**config.mk**
```make
export PLATFORM = sky130hd
export DESIGN_NAME = evc_event_counter16
export DESIGN_NICKNAME = d
export VERILOG_FILES = /design/src/rtl/evc_pkg.sv /design/src/rtl/evc_edge_detect.sv /design/src/rtl/evc_slice.sv /design/src/rtl/evc_match_reg.sv /design/src/rtl/evc_event_counter16.sv
export SDC_FILE = /design/constraint.sdc
export NUM_CORES = 1
export LEC_CHECK = 0
export BUFFER_PORTS_ARGS = -buffer_cell sky130_fd_sc_hd__buf_2
export CAP_MARGIN = 20
export CORE_ASPECT_RATIO = 1.5
export CORE_MARGIN = 3
export CORE_UTILIZATION = 50
export DETAILED_ROUTE_END_ITERATION = 12
export GPL_TIMING_DRIVEN = 0
export PLACE_DENSITY = 0.76
export SYNTH_ARGS = -nofsm -noshare
export SYNTH_HDL_FRONTEND = slang
export SYNTH_SLANG_ARGS = --single-unit
```
**constraint.sdc**
```tcl
create_clock -name clk_i -period 6.12 [get_ports clk_i]
set_input_delay 0.612 -clock clk_i [delete_from_list [all_inputs] [get_ports clk_i]]
set_output_delay 0.612 -clock clk_i [all_outputs]
set_load 0.02 [all_outputs]
```
**src/rtl/evc_pkg.sv**
```systemverilog
package evc_pkg;

    // Width of one counter slice and of one match-register byte.
    localparam int SLICE_W = 8;

    // Counter width built from slices.
    localparam int COUNT_W = 16;

    // Minimum depth of the input synchronizer.
    localparam int MIN_SYNC = 2;

    typedef logic [SLICE_W-1:0] slice_t;

endpackage

```
**src/rtl/evc_edge_detect.sv**
```systemverilog
module evc_edge_detect #(
    parameter int SYNC_STAGES = evc_pkg::MIN_SYNC
) (
    input  logic clk_i,
    input  logic rst_i,
    input  logic mce_i,
    input  logic evt_i,
    output logic fall_o
);

    localparam int TOP = SYNC_STAGES - 1;

    typedef struct packed {
        logic [TOP:0] sync;
        logic         last;
    } edge_st_t;

    edge_st_t st_d, st_q;

    always_comb begin
        st_d = st_q;
        // Shift the raw line into the synchronizer every clock.
        st_d.sync = {st_q.sync[TOP-1:0], evt_i};
        // The reference level only moves on a machine cycle.
        if (mce_i) begin
            st_d.last = st_q.sync[TOP];
        end
    end

    always_ff @(posedge clk_i) begin
        if (rst_i) begin
            // Reference starts low so a line held low through reset
            // does not look like an edge.
            st_q <= '0;
        end else begin
            st_q <= st_d;
        end
    end

    assign fall_o = mce_i & st_q.last & ~st_q.sync[TOP];

endmodule

```
**src/rtl/evc_slice.sv**
```systemverilog
module evc_slice #(
    parameter int W = evc_pkg::SLICE_W
) (
    input  logic         clk_i,
    input  logic         rst_i,
    input  logic         inc_i,
    input  logic         clr_i,
    input  logic [W-1:0] match_i,
    output logic [W-1:0] val_o,
    output logic         eq_o
);

    logic [W-1:0] val_d, val_q;
    logic [W-1:0] bumped;

    always_comb begin
        bumped = inc_i ? val_q + W'(1) : val_q;
        eq_o   = (bumped == match_i);
        val_d  = clr_i ? '0 : bumped;
    end

    always_ff @(posedge clk_i) begin
        if (rst_i) begin
            val_q <= '0;
        end else begin
            val_q <= val_d;
        end
    end

    assign val_o = val_q;

endmodule

```
**src/rtl/evc_match_reg.sv**
```systemverilog
module evc_match_reg #(
    parameter int W     = evc_pkg::SLICE_W,
    parameter int NUM   = 2,
    parameter int SEL_W = 1
) (
    input  logic             clk_i,
    input  logic             rst_i,
    input  logic             wr_en_i,
    input  logic [SEL_W-1:0] wr_sel_i,
    input  logic [W-1:0]     wr_data_i,
    output logic [NUM*W-1:0] match_o
);

    logic [NUM*W-1:0] match_d, match_q;

    always_comb begin
        match_d = match_q;
        for (int k = 0; k < NUM; k++) begin
            if (wr_en_i && (int'(wr_sel_i) == k)) begin
                match_d[k*W +: W] = wr_data_i;
            end
        end
    end

    always_ff @(posedge clk_i) begin
        if (rst_i) begin
            match_q <= '0;
        end else begin
            match_q <= match_d;
        end
    end

    assign match_o = match_q;

endmodule

```
**src/rtl/evc_event_counter16.sv**
```systemverilog
module evc_event_counter16 #(
    parameter int CNT_W       = evc_pkg::COUNT_W,
    parameter int SLICE_W     = evc_pkg::SLICE_W,
    parameter int SYNC_STAGES = evc_pkg::MIN_SYNC,
    localparam int NUM_SLICES = CNT_W / SLICE_W,
    localparam int SEL_W      = (NUM_SLICES > 1) ? $clog2(NUM_SLICES) : 1
) (
    input  logic               clk_i,
    input  logic               rst_i,
    input  logic               mce_i,
    input  logic               run_i,
    input  logic               evt_i,
    input  logic               wr_en_i,
    input  logic [SEL_W-1:0]   wr_sel_i,
    input  logic [SLICE_W-1:0] wr_data_i,
    output logic               irq_o
);

    typedef struct packed {
        logic irq;
    } ctl_st_t;

    ctl_st_t ctl_d, ctl_q;

    logic                  evt_fall;
    logic [CNT_W-1:0]      match_val;
    logic [CNT_W-1:0]      count_q;
    logic [NUM_SLICES-1:0] slice_eq;
    logic [NUM_SLICES-1:0] slice_inc;
    logic                  hit;
    logic                  clr_all;

    evc_edge_detect #(
        .SYNC_STAGES(SYNC_STAGES)
    ) u_edge (
        .clk_i (clk_i),
        .rst_i (rst_i),
        .mce_i (mce_i),
        .evt_i (evt_i),
        .fall_o(evt_fall)
    );

    evc_match_reg #(
        .W    (SLICE_W),
        .NUM  (NUM_SLICES),
        .SEL_W(SEL_W)
    ) u_match (
        .clk_i    (clk_i),
        .rst_i    (rst_i),
        .wr_en_i  (wr_en_i),
        .wr_sel_i (wr_sel_i),
        .wr_data_i(wr_data_i),
        .match_o  (match_val)
    );

    // Ripple enable: a slice advances when every slice below it is full.
    assign slice_inc[0] = evt_fall & run_i;

    for (genvar g = 0; g < NUM_SLICES; g++) begin : g_slice
        if (g > 0) begin : g_carry
            assign slice_inc[g] = slice_inc[g-1]
                                & (count_q[(g-1)*SLICE_W +: SLICE_W] == {SLICE_W{1'b1}});
        end
        evc_slice #(
            .W(SLICE_W)
        ) u_slice (
            .clk_i  (clk_i),
            .rst_i  (rst_i),
            .inc_i  (slice_inc[g]),
            .clr_i  (clr_all),
            .match_i(match_val[g*SLICE_W +: SLICE_W]),
            .val_o  (count_q[g*SLICE_W +: SLICE_W]),
            .eq_o   (slice_eq[g])
        );
    end

    always_comb begin
        ctl_d     = ctl_q;
        hit       = slice_inc[0] & (&slice_eq);
        clr_all   = ~run_i | hit;
        ctl_d.irq = hit;
    end

    always_ff @(posedge clk_i) begin
        if (rst_i) begin
            ctl_q <= '0;
        end else begin
            ctl_q <= ctl_d;
        end
    end

    assign irq_o = ctl_q.irq;

endmodule

```
# After elaboration in Yosys (flattened, before gate mapping)

Cells that the tools add are included.

Add/sub/neg operators: 2
Equal/unequal tests: 3
Muxes and demuxes: 2
Bitwise logic cells: 9
Reductions and logical operators: 4

Operator list:

| kind                                         | count |
|---|---|
| adder 8 x 1 -> 8 bit (second input constant) | 2 |
| equality test 8 bit                          | 2 |
| 2-to-1 mux 8 bit                             | 2 |
| equality test 8 bit (second input constant)  | 1 |
| AND 1 bit                                    | 5 |
| NOT 1 bit                                    | 3 |
| logical AND 1 bit                            | 2 |
| AND reduction 2 bit                          | 1 |
| OR reduction 2 bit                           | 1 |
| bitwise OR 1 bit                             | 1 |

Flip-flop bits (word level): 36
Bits of input ports: 15
Word-level logic and storage cells: 27

# Logic depth before layout (Yosys ltp)

Depth after elaboration: 10
Mapped depth: 9
Mapped depth without buffers: 7

# By module

Synthesis repeated with hierarchy kept, for this count alone.

Cells, all modules: 202
Area total of the unflattened synthesis: 2,039.5 um^2

Modules (own cells, without submodules):

| module              | instances | cells each | area each (um^2) |
|---|---|---|---|
| evc_slice           | 2         | 60         | 588.1 |
| evc_match_reg       | 1         | 64         | 691.9 |
| evc_edge_detect     | 1         | 8          | 96.3 |
| evc_event_counter16 | 1         | 10         | 75.1 |

# Worst setup path after synthesis

No wires, ideal clock.

Path type: input-to-reg
Start point: in run_i
End point: reg g_slice[0].u_slice.val_q[0]
Library setup time: 0.132 ns
Arrival time: 2.298 ns
Data required time: 5.988 ns
Path slack: 3.690 ns
Stages: 8
Path through: nand4b_4 -> buf_6 -> a2111o_1 -> a311oi_2 -> o2111ai_1 -> nor4_4 -> buf_6 -> nor3_1

Word-level cells in the longest chain between the ends: 8
Elaborated cells between the ends (all ways): 11
Classes of those cells: eq/ne: 2; mux: 2; bitwise: 5; reduce/logical: 2

Ends and longest elaborated chain:

| item                         | line                      | RTL |
|---|---|---|
| start, declared              | evc_event_counter16.sv:11 | `input logic run_i,` |
| AND 1 bit                    | evc_event_counter16.sv:57 | `assign slice_inc[0] = evt_fall & run_i;` |
| AND 1 bit                    | evc_event_counter16.sv:62 | `& (count_q[(g-1)*SLICE_W +: SLICE_W] == {SLICE_W{1'b1}});` |
| 2-to-1 mux 8 bit             | evc_slice.sv:17           | `bumped = inc_i ? val_q + W'(1) : val_q;` |
| equality test 8 bit          | evc_slice.sv:18           | `eq_o = (bumped == match_i);` |
| AND reduction 2 bit          | evc_event_counter16.sv:79 | `hit = slice_inc[0] & (&slice_eq);` |
| AND 1 bit                    | evc_event_counter16.sv:79 |  |
| bitwise OR 1 bit             | evc_event_counter16.sv:80 | `clr_all = ~run_i \| hit;` |
| OR reduction 2 bit (no line) | -                         |  |
| end signal, assigned         | evc_slice.sv:26           | `val_q <= val_d;` |
| end, declared                | evc_slice.sv:13           | `logic [W-1:0] val_d, val_q;` |

Parallel ways exist; a longest one is shown, timed or not.
A chain may end at the register's enable or synchronous reset.

# Worst setup path after layout

Start point: reg g_slice[0].u_slice.val_q[0]
End point: reg g_slice[0].u_slice.val_q[3]

Word-level cells in the longest chain between the ends: 8
Elaborated cells between the ends (all ways): 11
Classes of those cells: add/sub: 1; eq/ne: 3; mux: 2; bitwise: 3; reduce/logical: 2

Ends and longest elaborated chain:

| item |
|---|
| branches (longest 8 deep; another with adder 8 x 1 -> 8 bit) |

Several ways; the timed one is not identified.

==> summary.md <==
| Metric | Value |
|---|---|
| Status | `finished clean` |
| Clock slew at reported path FFs | `70 ps` |
| Root Buffer | `clkbuf_8` |
| Vias per cell | `5.80` |
| Max Slew Vio Count | `0` |
| Vias | `1797` |
| Power share of the clock group | `36.4%` |
| Htree depth | `2` |
| Share of layout cells above drive strength 1 | `13.9%` |
| Final wirelength | `4580 um` |
| Placed insts | `303` |
| Synth Flop Type | `dfxtp_1` |
| Slew margin rel. | `39.5%` |
| Hold Startpoint | `u_edge.st_d[2]$_SDFF_PP0_` |
| Flops & latches, synth | `36` |
| Fmax | `0.351 GHz` |
| Setup slack after layout | `3270 ps` |
| WL/cell | `14.8 um` |
| Yosys warns | `0` |
| Total CTS buffers | `5` |
| Multi-input gate area in the final layout | `1240 um2` |
| P_leak | `0.818 nW` |
| Final period util | `46.5%` |
| Detail Placement HPWL | `3630 um` |
| Fin cells | `310` |
| Initial antenna violation count | `0` |
| Switching pwr | `0.113 mW` |
| CP Data Arrival Time | `3000 ps` |
| Setup TNS | `0 ps` |
| Mean post-synth cell area | `8.40 um2` |
| Synth Cell Area | `2060 um2` |
| Hold WC Path Type | `reg2reg` |
| Post-synth EDFFs | `0` |
| Final core occ | `59.4%` |
| Slew @ Worst Pin | `898 ps` |
| Largest stage delay on the critical path | `520 ps` |
| Reg area | `721 um2` |
| Critical Path RT | `6270 ps` |
| Clk_lat worst skew | `290 ps` |
| DP Area | `2190 um2` |
| Drc violations | `0` |
| All-Layer GR Usage | `21.2%` |
| PD cells | `197 nW/um2` |
| Largest net degree at the start of global routing | `12` |
| Filler cells | `377` |
| Worst path cell trace | `ha_1, buf_2, inv_2, nor3_2, nor3b_1, o2111ai_1, nor4_4, buf_6, nor3_1` |
| Skew final | `4.54 ps` |
| Worst Setup Start Kind | `flop` |
| RSZ-0062 raised after global routing | `no` |
| Pre-CTS WS | `3180 ps` |
| TritonCTS clock tree | `yes` |
| Drt pass-1 iters | `4` |
| CP Capture Type | `flop` |
| Initial DRC count | `52` |
| Deepest clock path buffer count | `2` |
| Gate Count Post-Synth | `245` |
| Vias in the first global route | `1797` |
| Internal power | `0.334 mW` |
| Comb pwr share | `8.7%` |
| Grt total ovfl | `0` |
| CTS resizes | `0` |
| Input/output buffers | `15` |
| First-pass GRT wire length | `8120 um` |
| Setup Viol. Count Final | `0` |
| ANT nets after route | `0` |
| Final instance area | `2270 um2` |
| Maximum vdd drop | `249 uV` |
| Die X | `58.4 um` |
| Die area | `4940 um2` |
| Max cap viols | `0` |
| Setup bufs post-CTS | `0` |
| Layout area overhead | `10.2%` |
| Fraction of registers with async set/reset | `0%` |
| N_diodes | `0` |
| Site Rows | `27` |
| Die Y | `84.6 um` |
| Nets | `284` |
| Sw frac | `25.3%` |
| IO Pins | `16` |
| Final Wtd Congestion | `0.873` |
| Core area | `3820 um2` |
| Clock sink count | `36` |
| Reg2reg start | `g_slice[0].u_slice.val_o[0]$_SDFF_PP0_` |
| Sequential-to-total area share from yosys stat | `35.0%` |
| Critical-path top delay cell | `nor4_4` |
| Crit. Startpoint | `g_slice[0].u_slice.val_o[0]$_SDFF_PP0_` |
| Fin. Hold Viols | `0` |
| Critical path class | `reg2reg` |
| Starting Density | `53.9%` |
| Syn_nets | `262` |
| Post-synth cell types | `48` |
| Hold Buf Count CTS | `0` |
| Seq pwr share | `54.9%` |
| Post-layout min period | `2850 ps` |
| Critical path fanouts, max | `10` |
==> flip-flops by register name (all words and copies together) (netlist names) <==
| register | flops |
|---|---|
| g_slice.u_slice.val_o | 16 |
| irq_o | 1 |
| u_edge.st_d | 1 |
| u_edge.st_q | 2 |
| u_match.match_o | 16 |
==> final cells by class <==
class                           count  area share, %
Timing Repair Buffer               15           3.31
Sequential cell                    36           31.8
Buffer                             16           3.53
Multi-Input combinational cell    189           54.8
Tap cell                           43           2.37
Inverter                            4          0.662
Clock buffer                        5           3.03
Clock inverter                      2          0.552
==> synthesized netlist by cell type, types with 2 or more instances <==
cell	n	area, um2
nand4_1	4	25.0
nor2_1	7	26.3
nand2b_1	4	25.0
o211ai_1	3	22.5
clkbuf_1	10	37.5
xnor2_1	20	175
nor3_1	17	85.1
or3b_2	2	17.5
xor2_1	10	87.6
nor4_1	5	31.3
buf_2	4	20.0
nor3b_1	2	15.0
a21oi_1	20	100
mux2i_1	3	30.0
a31oi_1	2	12.5
nand2_1	35	131
o21ai_0	2	10.0
o2111ai_1	3	26.3
buf_6	2	22.5
nand3_1	20	100
dfxtp_1	36	721
inv_1	3	11.3
ha_1	2	25.0
or4_1	2	15.0
nor2b_1	4	25.0
==> per-stage QoR <==
stage	hold WS [ps]	power (mW)
4_1_cts	443	0.446
3_3_place_gp	416	0.289
6_report	438	0.447
5_1_grt	460	0.462
2_1_floorplan	414	0.276
3_5_place_dp	427	0.290
==> layout by cell type, fill, tap and decap left out, types with 3 or more instances in the layout <==
cell / count
dfxtp_1: 36
o2111ai_1: 3
nor2_1: 7
mux2i_1: 3
xor2_1: 10
nor4_1: 5
nor2b_1: 4
clkbuf_8: 5
nand2_1: 35
nor3_1: 17
nand4_1: 4
a21oi_1: 20
clkbuf_1: 10
nand3_1: 20
inv_1: 3
buf_2: 19
xnor2_1: 20
nand2b_1: 4
o211ai_1: 3
==> critical path: cells and delay by family (launching register included) <==
kind	cells	cell delay [ps]
AOI/OAI and AO/OA	1	270
adders and majority gates	1	170
buffers and inverters	3	510
DFF	1	410
and+or+nand+nor	4	1350
==> power groups by stage <==
stage / clock, mW / combinational (mW) / sequential (mW)
after detailed placement: 0 / 0.0389 / 0.251
final: 0.163 / 0.0391 / 0.245
after global routing: 0.172 / 0.0442 / 0.246
after global placement: 0 / 0.0382 / 0.251
after CTS: 0.162 / 0.0391 / 0.245
after floorplan: 0 / 0.0268 / 0.249
==> logic make-up after synthesis <==
logic type	share of synthesized area, %
AO/OA/AOI/OAI	12.0
buffers and inverters	4.62
adder cells (fa/ha/maj)	1.22
AND/OR/NAND/NOR	30.6
XOR/XNOR	15.0
flip-flops	35.0
multiplexers	1.46
==> final timing paths <==
| check | slack, ps | to | cells past startpoint |
|---|---|---|---|
| max | 3270 | g_slice[0].u_slice.val_o[3]$_SDFF_PP0_ | 9 |
| min | 440 | u_edge.st_q[2]$_SDFF_PP0_ | 1 |
| max reg2reg | 3270 | g_slice[0].u_slice.val_o[3]$_SDFF_PP0_ | 9 |
| min reg2reg | 440 | u_edge.st_q[2]$_SDFF_PP0_ | 1 |
==> metal layers <==
metal  vias up  part of all wire [%]  GRT usage, %  wire length [um]
met4         0                   2.6          8.02               119
li1        918                     -             -                 -
met3        11                   3.0          4.46               135
met1       833                    41          23.5              1860
met2        35                    54          38.0              2460
met5         -                     0             0                 0
Power figures use the tool's default switching activity.
